**src/rtl/acc_pkg.sv**
```systemverilog
package acc_pkg;

   typedef enum logic [3:0] {
      ST_FETCH_A,
      ST_FETCH_D,
      ST_INCR,
      ST_DECODE,
      ST_OPND_A,
      ST_OPND_D,
      ST_EXEC,
      ST_STORE,
      ST_HALT
   } cpu_state_e;

   localparam logic [7:0] DEF_OPC_JUMP  = 8'h00;
   localparam logic [7:0] DEF_OPC_STORE = 8'h35;
   localparam logic [7:0] DEF_OPC_ADD   = 8'h40;
   localparam logic [7:0] DEF_OPC_HALT  = 8'hFF;

endpackage

```
**src/rtl/acc_shiftin.sv**
```systemverilog
// Byte assembler: shifts bytes in at the low end, so the first byte
// received ends up most significant (big-endian accumulation).
module acc_shiftin #(
   parameter int WORD_W = 32,
   parameter int BYTE_W = 8
) (
   input  logic              clk,
   input  logic              rst,
   input  logic              shift_en,
   input  logic [BYTE_W-1:0] byte_in,
   output logic [WORD_W-1:0] word
);

   localparam int KEEP_W = WORD_W - BYTE_W;

   always_ff @(posedge clk) begin
      if (rst)
         word <= '0;
      else if (shift_en)
         word <= {word[KEEP_W-1:0], byte_in};
   end

endmodule

```
**src/rtl/acc_adder.sv**
```systemverilog
// Accumulator adder. STYLE 0: single wide add; STYLE 1: byte-sliced ripple.
module acc_adder #(
   parameter int WORD_W = 32,
   parameter int BYTE_W = 8,
   parameter int STYLE  = 0
) (
   input  logic [WORD_W-1:0] a,
   input  logic [WORD_W-1:0] b,
   output logic [WORD_W-1:0] sum,
   output logic              cout
);

   localparam int NSLICE = WORD_W / BYTE_W;

   if (STYLE == 0) begin : g_wide
      assign {cout, sum} = {1'b0, a} + {1'b0, b};
   end else begin : g_ripple
      logic [NSLICE:0] c;
      assign c[0] = 1'b0;
      for (genvar g = 0; g < NSLICE; g++) begin : g_slice
         assign {c[g+1], sum[g*BYTE_W +: BYTE_W]} =
            {1'b0, a[g*BYTE_W +: BYTE_W]} +
            {1'b0, b[g*BYTE_W +: BYTE_W]} +
            {{BYTE_W{1'b0}}, c[g]};
      end
      assign cout = c[NSLICE];
   end

endmodule

```
**src/rtl/acc_ctrl.sv**
```systemverilog
// Sequencer: state and byte index for the fetch/increment/decode/operand/execute cycle.
module acc_ctrl
   import acc_pkg::*;
#(
   parameter int              OP_W      = 8,
   parameter int              NBYTES    = 4,
   parameter logic [OP_W-1:0] OPC_JUMP  = DEF_OPC_JUMP,
   parameter logic [OP_W-1:0] OPC_STORE = DEF_OPC_STORE,
   parameter logic [OP_W-1:0] OPC_ADD   = DEF_OPC_ADD,
   parameter logic [OP_W-1:0] OPC_HALT  = DEF_OPC_HALT,
   localparam int             IDX_W     = $clog2(NBYTES)
) (
   input  logic             clk,
   input  logic             rst,
   input  logic [OP_W-1:0]  opcode,
   output cpu_state_e       state,
   output logic [IDX_W-1:0] idx,
   output logic             illegal
);

   localparam logic [IDX_W-1:0] LAST = IDX_W'(NBYTES - 1);

   logic last;
   assign last = (idx == LAST);

   always_ff @(posedge clk) begin
      if (rst) begin
         state   <= ST_FETCH_A;
         idx     <= '0;
         illegal <= 1'b0;
      end else begin
         case (state)
            ST_FETCH_A: state <= ST_FETCH_D;
            ST_FETCH_D: begin
               idx   <= last ? '0 : idx + 1'b1;
               state <= last ? ST_INCR : ST_FETCH_A;
            end
            ST_INCR:    state <= ST_DECODE;
            ST_DECODE: begin
               if (opcode == OPC_ADD)
                  state <= ST_OPND_A;
               else if (opcode == OPC_STORE)
                  state <= ST_STORE;
               else if (opcode == OPC_JUMP)
                  state <= ST_EXEC;
               else begin
                  state   <= ST_HALT;
                  illegal <= (opcode != OPC_HALT);
               end
            end
            ST_OPND_A:  state <= ST_OPND_D;
            ST_OPND_D: begin
               idx   <= last ? '0 : idx + 1'b1;
               state <= last ? ST_EXEC : ST_OPND_A;
            end
            ST_EXEC:    state <= ST_FETCH_A;
            ST_STORE: begin
               idx   <= last ? '0 : idx + 1'b1;
               state <= last ? ST_FETCH_A : ST_STORE;
            end
            default:    state <= ST_HALT;
         endcase
      end
   end

endmodule

```
**src/rtl/acc_core.sv**
```systemverilog
module acc_core
   import acc_pkg::*;
#(
   parameter int              ADDR_W       = 24,
   parameter int              WORD_W       = 32,
   parameter int              OP_W         = 8,
   parameter int              BYTE_W       = 8,
   parameter int              ADDER_STYLE  = 1,
   parameter logic [OP_W-1:0] OPC_JUMP     = DEF_OPC_JUMP,
   parameter logic [OP_W-1:0] OPC_STORE    = DEF_OPC_STORE,
   parameter logic [OP_W-1:0] OPC_ADD      = DEF_OPC_ADD,
   parameter logic [OP_W-1:0] OPC_HALT     = DEF_OPC_HALT
) (
   input  logic              clk,
   input  logic              rst,
   output logic [ADDR_W-1:0] mem_addr,
   output logic              mem_rd,
   output logic              mem_wr,
   output logic [BYTE_W-1:0] mem_wdata,
   input  logic [BYTE_W-1:0] mem_rdata,
   output logic              halted,
   output logic              illegal,
   output logic              carry
);

   localparam int NBYTES = WORD_W / BYTE_W;
   localparam int IDX_W  = $clog2(NBYTES);

   if (OP_W + ADDR_W != WORD_W) begin : g_bad_split
      $error("opcode and address fields must fill the instruction word");
   end
   if (WORD_W % BYTE_W != 0 || NBYTES < 2) begin : g_bad_bytes
      $error("word must be at least two whole bytes");
   end
   if (ADDER_STYLE < 0 || ADDER_STYLE > 1) begin : g_bad_style
      $error("ADDER_STYLE must be 0 or 1");
   end

   cpu_state_e        state;
   logic [IDX_W-1:0]  idx;
   logic [WORD_W-1:0] ir;
   logic [WORD_W-1:0] opnd;
   logic [WORD_W-1:0] acc;
   logic [WORD_W-1:0] sum;
   logic              cout;
   logic [ADDR_W-1:0] pc;
   logic [ADDR_W-1:0] ar;
   logic [OP_W-1:0]   opcode;

   assign opcode = ir[WORD_W-1 -: OP_W];

   acc_ctrl #(
      .OP_W      (OP_W),
      .NBYTES    (NBYTES),
      .OPC_JUMP  (OPC_JUMP),
      .OPC_STORE (OPC_STORE),
      .OPC_ADD   (OPC_ADD),
      .OPC_HALT  (OPC_HALT)
   ) u_ctrl (
      .clk     (clk),
      .rst     (rst),
      .opcode  (opcode),
      .state   (state),
      .idx     (idx),
      .illegal (illegal)
   );

   acc_shiftin #(.WORD_W(WORD_W), .BYTE_W(BYTE_W)) u_ir (
      .clk      (clk),
      .rst      (rst),
      .shift_en (state == ST_FETCH_D),
      .byte_in  (mem_rdata),
      .word     (ir)
   );

   acc_shiftin #(.WORD_W(WORD_W), .BYTE_W(BYTE_W)) u_opnd (
      .clk      (clk),
      .rst      (rst),
      .shift_en (state == ST_OPND_D),
      .byte_in  (mem_rdata),
      .word     (opnd)
   );

   acc_adder #(.WORD_W(WORD_W), .BYTE_W(BYTE_W), .STYLE(ADDER_STYLE)) u_add (
      .a    (acc),
      .b    (opnd),
      .sum  (sum),
      .cout (cout)
   );

   always_ff @(posedge clk) begin
      if (rst) begin
         pc    <= '0;
         ar    <= '0;
         acc   <= '0;
         carry <= 1'b0;
      end else begin
         case (state)
            ST_INCR:   pc <= pc + ADDR_W'(NBYTES);
            ST_DECODE: ar <= ir[ADDR_W-1:0];
            ST_EXEC: begin
               if (opcode == OPC_ADD) begin
                  acc   <= sum;
                  carry <= cout;
               end else if (opcode == OPC_JUMP) begin
                  pc <= ar;
               end
            end
            default: ;
         endcase
      end
   end

   always_comb begin
      mem_rd = 1'b0;
      mem_wr = 1'b0;
      case (state)
         ST_FETCH_A: begin
            mem_addr = pc + ADDR_W'(idx);
            mem_rd   = 1'b1;
         end
         ST_OPND_A: begin
            mem_addr = ar + ADDR_W'(idx);
            mem_rd   = 1'b1;
         end
         ST_STORE: begin
            mem_addr = ar + ADDR_W'(idx);
            mem_wr   = 1'b1;
         end
         default: mem_addr = pc;
      endcase
      mem_wdata = acc[(NBYTES - 1 - int'(idx)) * BYTE_W +: BYTE_W];
   end

   assign halted = (state == ST_HALT);

endmodule

```
**config.mk**
```make
export PLATFORM = sky130hd
export DESIGN_NAME = acc_core
export DESIGN_NICKNAME = d
export VERILOG_FILES = /design/src/rtl/acc_pkg.sv /design/src/rtl/acc_shiftin.sv /design/src/rtl/acc_adder.sv /design/src/rtl/acc_ctrl.sv /design/src/rtl/acc_core.sv
export SDC_FILE = /design/constraint.sdc
export NUM_CORES = 1
export LEC_CHECK = 0
export CELL_PAD_IN_SITES_DETAIL_PLACEMENT = 1
export CELL_PAD_IN_SITES_GLOBAL_PLACEMENT = 2
export CORE_ASPECT_RATIO = 0.8
export CORE_MARGIN = 2
export CORE_UTILIZATION = 38
export CTS_BUF_LIST = sky130_fd_sc_hd__clkbuf_8
export CTS_CLUSTER_SIZE = 8
export DETAILED_ROUTE_END_ITERATION = 8
export PLACE_DENSITY = 0.85
export SLEW_MARGIN = 20
export SYNTH_ARGS = -nofsm -noshare
export SYNTH_HDL_FRONTEND = slang
export SYNTH_HIERARCHICAL = 1
export SYNTH_SLANG_ARGS = --single-unit
```
**constraint.sdc**
```tcl
create_clock -name clk -period 6.2 [get_ports clk]
set_input_delay 0.93 -clock clk [delete_from_list [all_inputs] [get_ports clk]]
set_output_delay 0.93 -clock clk [all_outputs]
set_load 0.1 [all_outputs]
```
* Word level (Yosys, flattened, before mapping)
Cells that the tools add are included.
Storage, ports and cells: output and inout port bits 37, register bits after elaboration 152, input port bits 10
Cells by class: bitwise gates (word level) 3, equality and inequality tests 14, reduce and logical (&&, ||, !) cells 9, add/subtract/negate cells 12, muxes and demuxes 14, shift operators 1
Operators by type and width (count):
- 24-bit case mux with 2 select lines | 2
- 24-bit by 2-bit adder with 24-bit output | 2
- 24-bit two-way mux | 2
- 8-bit by 8-bit adder with 9-bit output | 4
- 4-bit case mux with 8 select lines | 1
- 32-bit by 6-bit variable part select with 8-bit output | 1
- 9-bit by 1-bit adder with 9-bit output | 3
- 24-bit by 3-bit adder with 24-bit output, second input constant | 1
- 4-bit by 3-bit == test with 1-bit output, second input constant | 4
- 4-bit two-way mux | 3
- 4-bit by 2-bit == test with 1-bit output, second input constant | 2
- 8-bit by 6-bit == test with 1-bit output, second input constant | 1
- 8-bit by 7-bit == test with 1-bit output, second input constant | 1
- 8-bit logical NOT | 1
- 8-bit inequality test, second input constant | 1
- 2-bit two-way mux | 3
- 4-bit by 1-bit == test with 1-bit output, second input constant | 1
- 4-bit == test, second input constant | 1
- 4-bit logical NOT | 1
- 2-bit inequality test, second input constant | 2
- 4-bit AND reduction | 1
- 2-bit OR reduction | 2
- 3-bit two-way mux | 1
- 1-bit inverter | 3
- 8 further kinds | 9

* Depth between registers and ports, before layout
Gate-level depths: netlist of run 1.
word-level depth 5, mapped depth 27

* By module
Netlist of run 1, hierarchy kept.
Modules (own cells, without submodules):
- acc_core | instances 1, cells an instance 725, area each 5232.5 um^2
- acc_shiftin | instances 2, cells an instance 103, area each 1163.6 um^2
- acc_adder | instances 1, cells an instance 139, area each 1153.6 um^2
- acc_ctrl | instances 1, cells an instance 46, area each 435.4 um^2

* Worst setup path before layout of run 1
OpenSTA, ideal clock, no wires.
path type flip-flop to output port, start point reg u_ctrl.state[2], end point out mem_addr[13], data arrival time 5.199 ns, required time 5.270 ns, stages on the path, launching flop included 16, slack 0.071 ns, path through dfxtp_1 buf_2 nor2b_1 nand2_1 buf_2 buf_2 buf_2 nand2_1 nand2_1 ha_1 a21oi_1 nor3_1 a32oi_4 nor2_1 mux2_2 a211oi_1
On the way: word-level cells in the longest chain between the ends 3, elaborated cells between the ends (all ways) 5, those cells by class 2 x eq/ne; 1 x mux; 2 x reduce/logical
Ends and longest elaborated chain:
- start: declaration | RTL line acc_ctrl.sv:16 | output cpu_state_e state,
- start signal: assignment | RTL line acc_ctrl.sv:36 | state <= last ? ST_INCR : ST_FETCH_A;
- start signal: assignment | RTL line acc_ctrl.sv:54 | state <= last ? ST_EXEC : ST_OPND_A;
- start signal: assignment | RTL line acc_ctrl.sv:59 | state <= last ? ST_FETCH_A : ST_STORE;
- 4-bit by 3-bit == test with 1-bit output | RTL line acc_core.sv:117 | case (state)
- 2-bit OR reduction (no source line)
- 24-bit case mux with 2 select lines * | RTL line acc_core.sv:117
- end: declaration | RTL line acc_core.sv:16 | output logic [ADDR_W-1:0] mem_addr,
Every way passes the cells marked *; elsewhere a longest branch is shown, timed or not.

* Worst setup path after layout of run 1
start point reg acc[0], end point reg acc[30]
On the way: word-level cells in the longest chain between the ends 4
Ends and longest elaborated chain:
- start: declaration | RTL line acc_core.sv:43 | logic [WORD_W-1:0] acc;
- start signal: assignment | RTL line acc_core.sv:103 | acc <= sum;
- 8-bit by 8-bit adder with 9-bit output | RTL line acc_adder.sv:22 | {1'b0, a[g*BYTE_W +: BYTE_W]} +
- 9-bit by 1-bit adder with 9-bit output (3 in series) | RTL line acc_adder.sv:23 | {1'b0, b[g*BYTE_W +: BYTE_W]} +
- via sum[30] | RTL line acc_core.sv:44 | logic [WORD_W-1:0] sum;
The timed path passes the listed nets, and every way through them passes these cells. A chain may end at the register's enable or synchronous reset.

==> out/qor.yml, run 1 <==
status: "finished, final reports clean"
grt_pass1_vias: 8223
drive_above_1_share_pct: 11.5
syn_nets: 1167
end_kind: "register"
rows: 50
drcViolationCount: 0
cp.arrival_ps: 6330
drt-pass1-iter-count: 5
coreArea_um2: 23500
setup_violations: 0
critPathKind: "register to register"
cap_viol_max_count: 0
syn_to_final_growth_pct: 10.6
final_area_um2: 10100
synth_top_cell_by_area: "dfxtp_1"
place_congestion: 0.827
synthTopCellsByCount: "nand2_1 (158), dfxtp_1 (152), nor2_1 (139)"
detail-route-antenna-nets: 0
place_area_um2: 9670
overflow: 0
ir_drop_mv: 0.111
grt_start_max_net_pins: 82
fp.dieW_um: 177
clock_latency_ps: 480
syn_avg_cell_area_um2: 8.20
cts-root-buf: "clkbuf_8"
timing.fmax_mhz: 168
insertedDiodeCount: 0
total_power_mw: 1.88
num-fill-cells: 2897
synth_seq_cells: 152
drt_iter0_markers: 612
ios: 47
yosysSeqAreaShare_pct: 33.3
critPathLaunchType: "register"
max_stage_delay_ps: 420
via_per_inst: 5.80
yosysMostFrequentCell: "nand2_1"
critPathBufInv: 0
route.vias.total: 8389
met3_usage_pct: 4.21
hold_class: "register to register"
grt_pass1_wl_um: 46600
grt_usage_pct: 23.4
path_max_fanout: 3
clkTransAtPathRegs_ps: 110
dp_hpwl_um: 20200
worstMarginPinSlew_ps: 1010
hold_violations: 0
synth_area_leaders: "dfxtp_1 (33%), mux2i_1 (8.4%), a21oi_1 (7.4%)"
initial_core_util_pct: 38.9
yosys_warnings: 6
finalCriticalPeriod_ps: 5940
p_leak_nw: 3.67
synth_area_um2: 9150
crit_required_ps: 6590
cts_tree: "built"
top_usage_layer: "met1"
cts_made_buffers: 17
nets: 1172
die_area_um2: 25300
die_y_um: 143
path_delay_family: "compound AO/OA/AOI/OAI gates"
maxSlewHeadroom_pct: 32.1
slew_viol_final: 0
async_reset_ff_share_pct: 0
cts_sinks: 152
netlist_instances: 1116
met2_usage_pct: 32.7
synth_top_area_share_pct: 33.3
cts_hold_buf: 0
synth_ff_type: "dfxtp_1"
portBuffers: 46
wirelength_um: 28900
slowest_stage: "fa_1"
wl_per_cell_um: 20.0
clock_path_buffers: 2
fin_crit_sh_pct: 95.8
antenna_found_initial: 0
use_met1_pct: 36.6
synth_cell_types: 74
cts_htree_levels: 4
synth-edff-count: 0
p_per_area_nw_per_um2: 185
skew_ps: 18.1
cpMostUsedCell: "fa_2"
==> cell families after synthesis <==
family | after synthesis | synth area share (%)
AO/OA/AOI/OAI | 298 | 21.0
XOR/XNOR | 24 | 2.30
adder cells (fa/ha/maj) | 41 | 6.26
buffers and inverters | 93 | 5.46
flip-flops | 152 | 33.3
multiplexers | 92 | 11.3
AND/OR/NAND/NOR | 416 | 20.4
==> timing repair <==
item / in CTS / in global routing
pin swaps: 0 / 4
resized for setup: 4 / 9
setup endpoints to repair: 2 / 5
gates cloned: 0 / 0
setup buffers: 0 / 2
==> registers in the layout (all words and copies together) (netlist names) <==
name / flops
pc: 24
acc: 32
u_ctrl/illegal: 1
carry: 1
u_ctrl/idx: 2
ar: 24
u_ctrl/state: 4
u_opnd/word: 32
u_ir/word: 32
==> final timing paths <==
| path | slack (ps) | end | cells past startpoint | start |
|---|---|---|---|---|
| setup / recovery | 260 | acc[30] | 27 | acc[0] |
| hold / removal | 460 | carry | 2 | carry |
| setup reg to reg | 260 | acc[30] | 27 | acc[0] |
| hold reg to reg | 460 | carry | 2 | carry |
==> where the power goes <==
| group | internal (mW) | switching [mW] |
|---|---|---|
| registers | 0.983 | 0.0134 |
| clock network | 0.335 | 0.447 |
| logic | 0.0311 | 0.0667 |
==> metrics by stage <==
step / cells / util (%) / setup slack (ps) / hold WS (ps) / setup TNS [ps]
detailed placement: 1412 / 41.1 / 3.55 / 453 / 0
global placement: 1412 / 41.1 / 110 / 446 / 0
CTS: 1444 / 42.9 / 34.3 / 466 / 0
global route: 1446 / 43.0 / -79.5 / 482 / -89.6
finish: 1446 / 43.0 / 260 / 462 / 0
floorplan: 1116 / - / 71.4 / 444 / 0
==> final cells by class <==
class                      instances  area, um^2  area share (%)
timing repair buffer              65         546            5.39
sequential                       152        3040            30.1
multi-input combinational        871        5690            56.2
clock inverter                    15         165            1.63
clock buffer                      17         234            2.31
inverter                          14        52.6           0.519
tap                              312         390            3.86
==> worst reg2reg max path, stage by stage (launching register included) <==
cell and delay [ps]:
dfxtp_1 340, ha_1 240, fa_1 420, a21o_1 210, a21oi_2 150, nor2_1 70, a211oi_2 270, a21oi_2 130
fa_2 380, fa_2 380, a21oi_2 200, o21a_1 160, o21ai_0 140, fa_2 390, fa_2 380, a21oi_2 180
o21ai_1 110, a21o_1 210, a21oi_2 160, fa_2 250, fa_2 220, nor2b_1 50, o21ai_1 140, a21boi_1 120
o31a_1 250, a21oi_1 120, nand2_1 60, a21oi_1 130
==> cell usage in the layout, fill, tap and decap left out, drive strengths merged, types with 6 or more instances in the layout <==
cell type,synthesis,final
o21a,9,9
o21ai,41,41
mux2i,77,77
nand2b,7,7
dfxtp,152,152
mux4,8,8
and3,10,10
inv,14,23
xnor2,18,18
xor2,6,6
a21o,14,14
clkdlybuf4s50,0,23
a211oi,28,28
buf,29,42
nand4,14,14
nand2,159,159
a21oi,136,136
nand3,27,27
ha,33,33
nor3,19,19
mux2,7,7
fa,8,8
o31ai,8,8
clkbuf,50,17
or3,9,9
o32ai,6,6
nor2,139,139
==> per-layer routing <==
metal  routed length, um  vias to the layer above  share of wire (%)
met5                   0                        -                  0
met1               15400                     4167                 53
li1                    -                     4007                  -
met3                1350                       25                4.7
met2               11800                      190                 41
met4                 297                        0                1.0
(Power assumes the default switching activity.)
==> inputs of run 2 (changes only) <==
--- a/config.mk
+++ b/config.mk
@@ -5,6 +5,7 @@
 export SDC_FILE = /design/constraint.sdc
 export NUM_CORES = 1
 export LEC_CHECK = 0
+export CAP_MARGIN = 20
 export CELL_PAD_IN_SITES_DETAIL_PLACEMENT = 1
 export CELL_PAD_IN_SITES_GLOBAL_PLACEMENT = 2
 export CORE_ASPECT_RATIO = 0.8
==> results of run 2 <==
The final DEF is identical to that of run 1; final timing and power are the same.
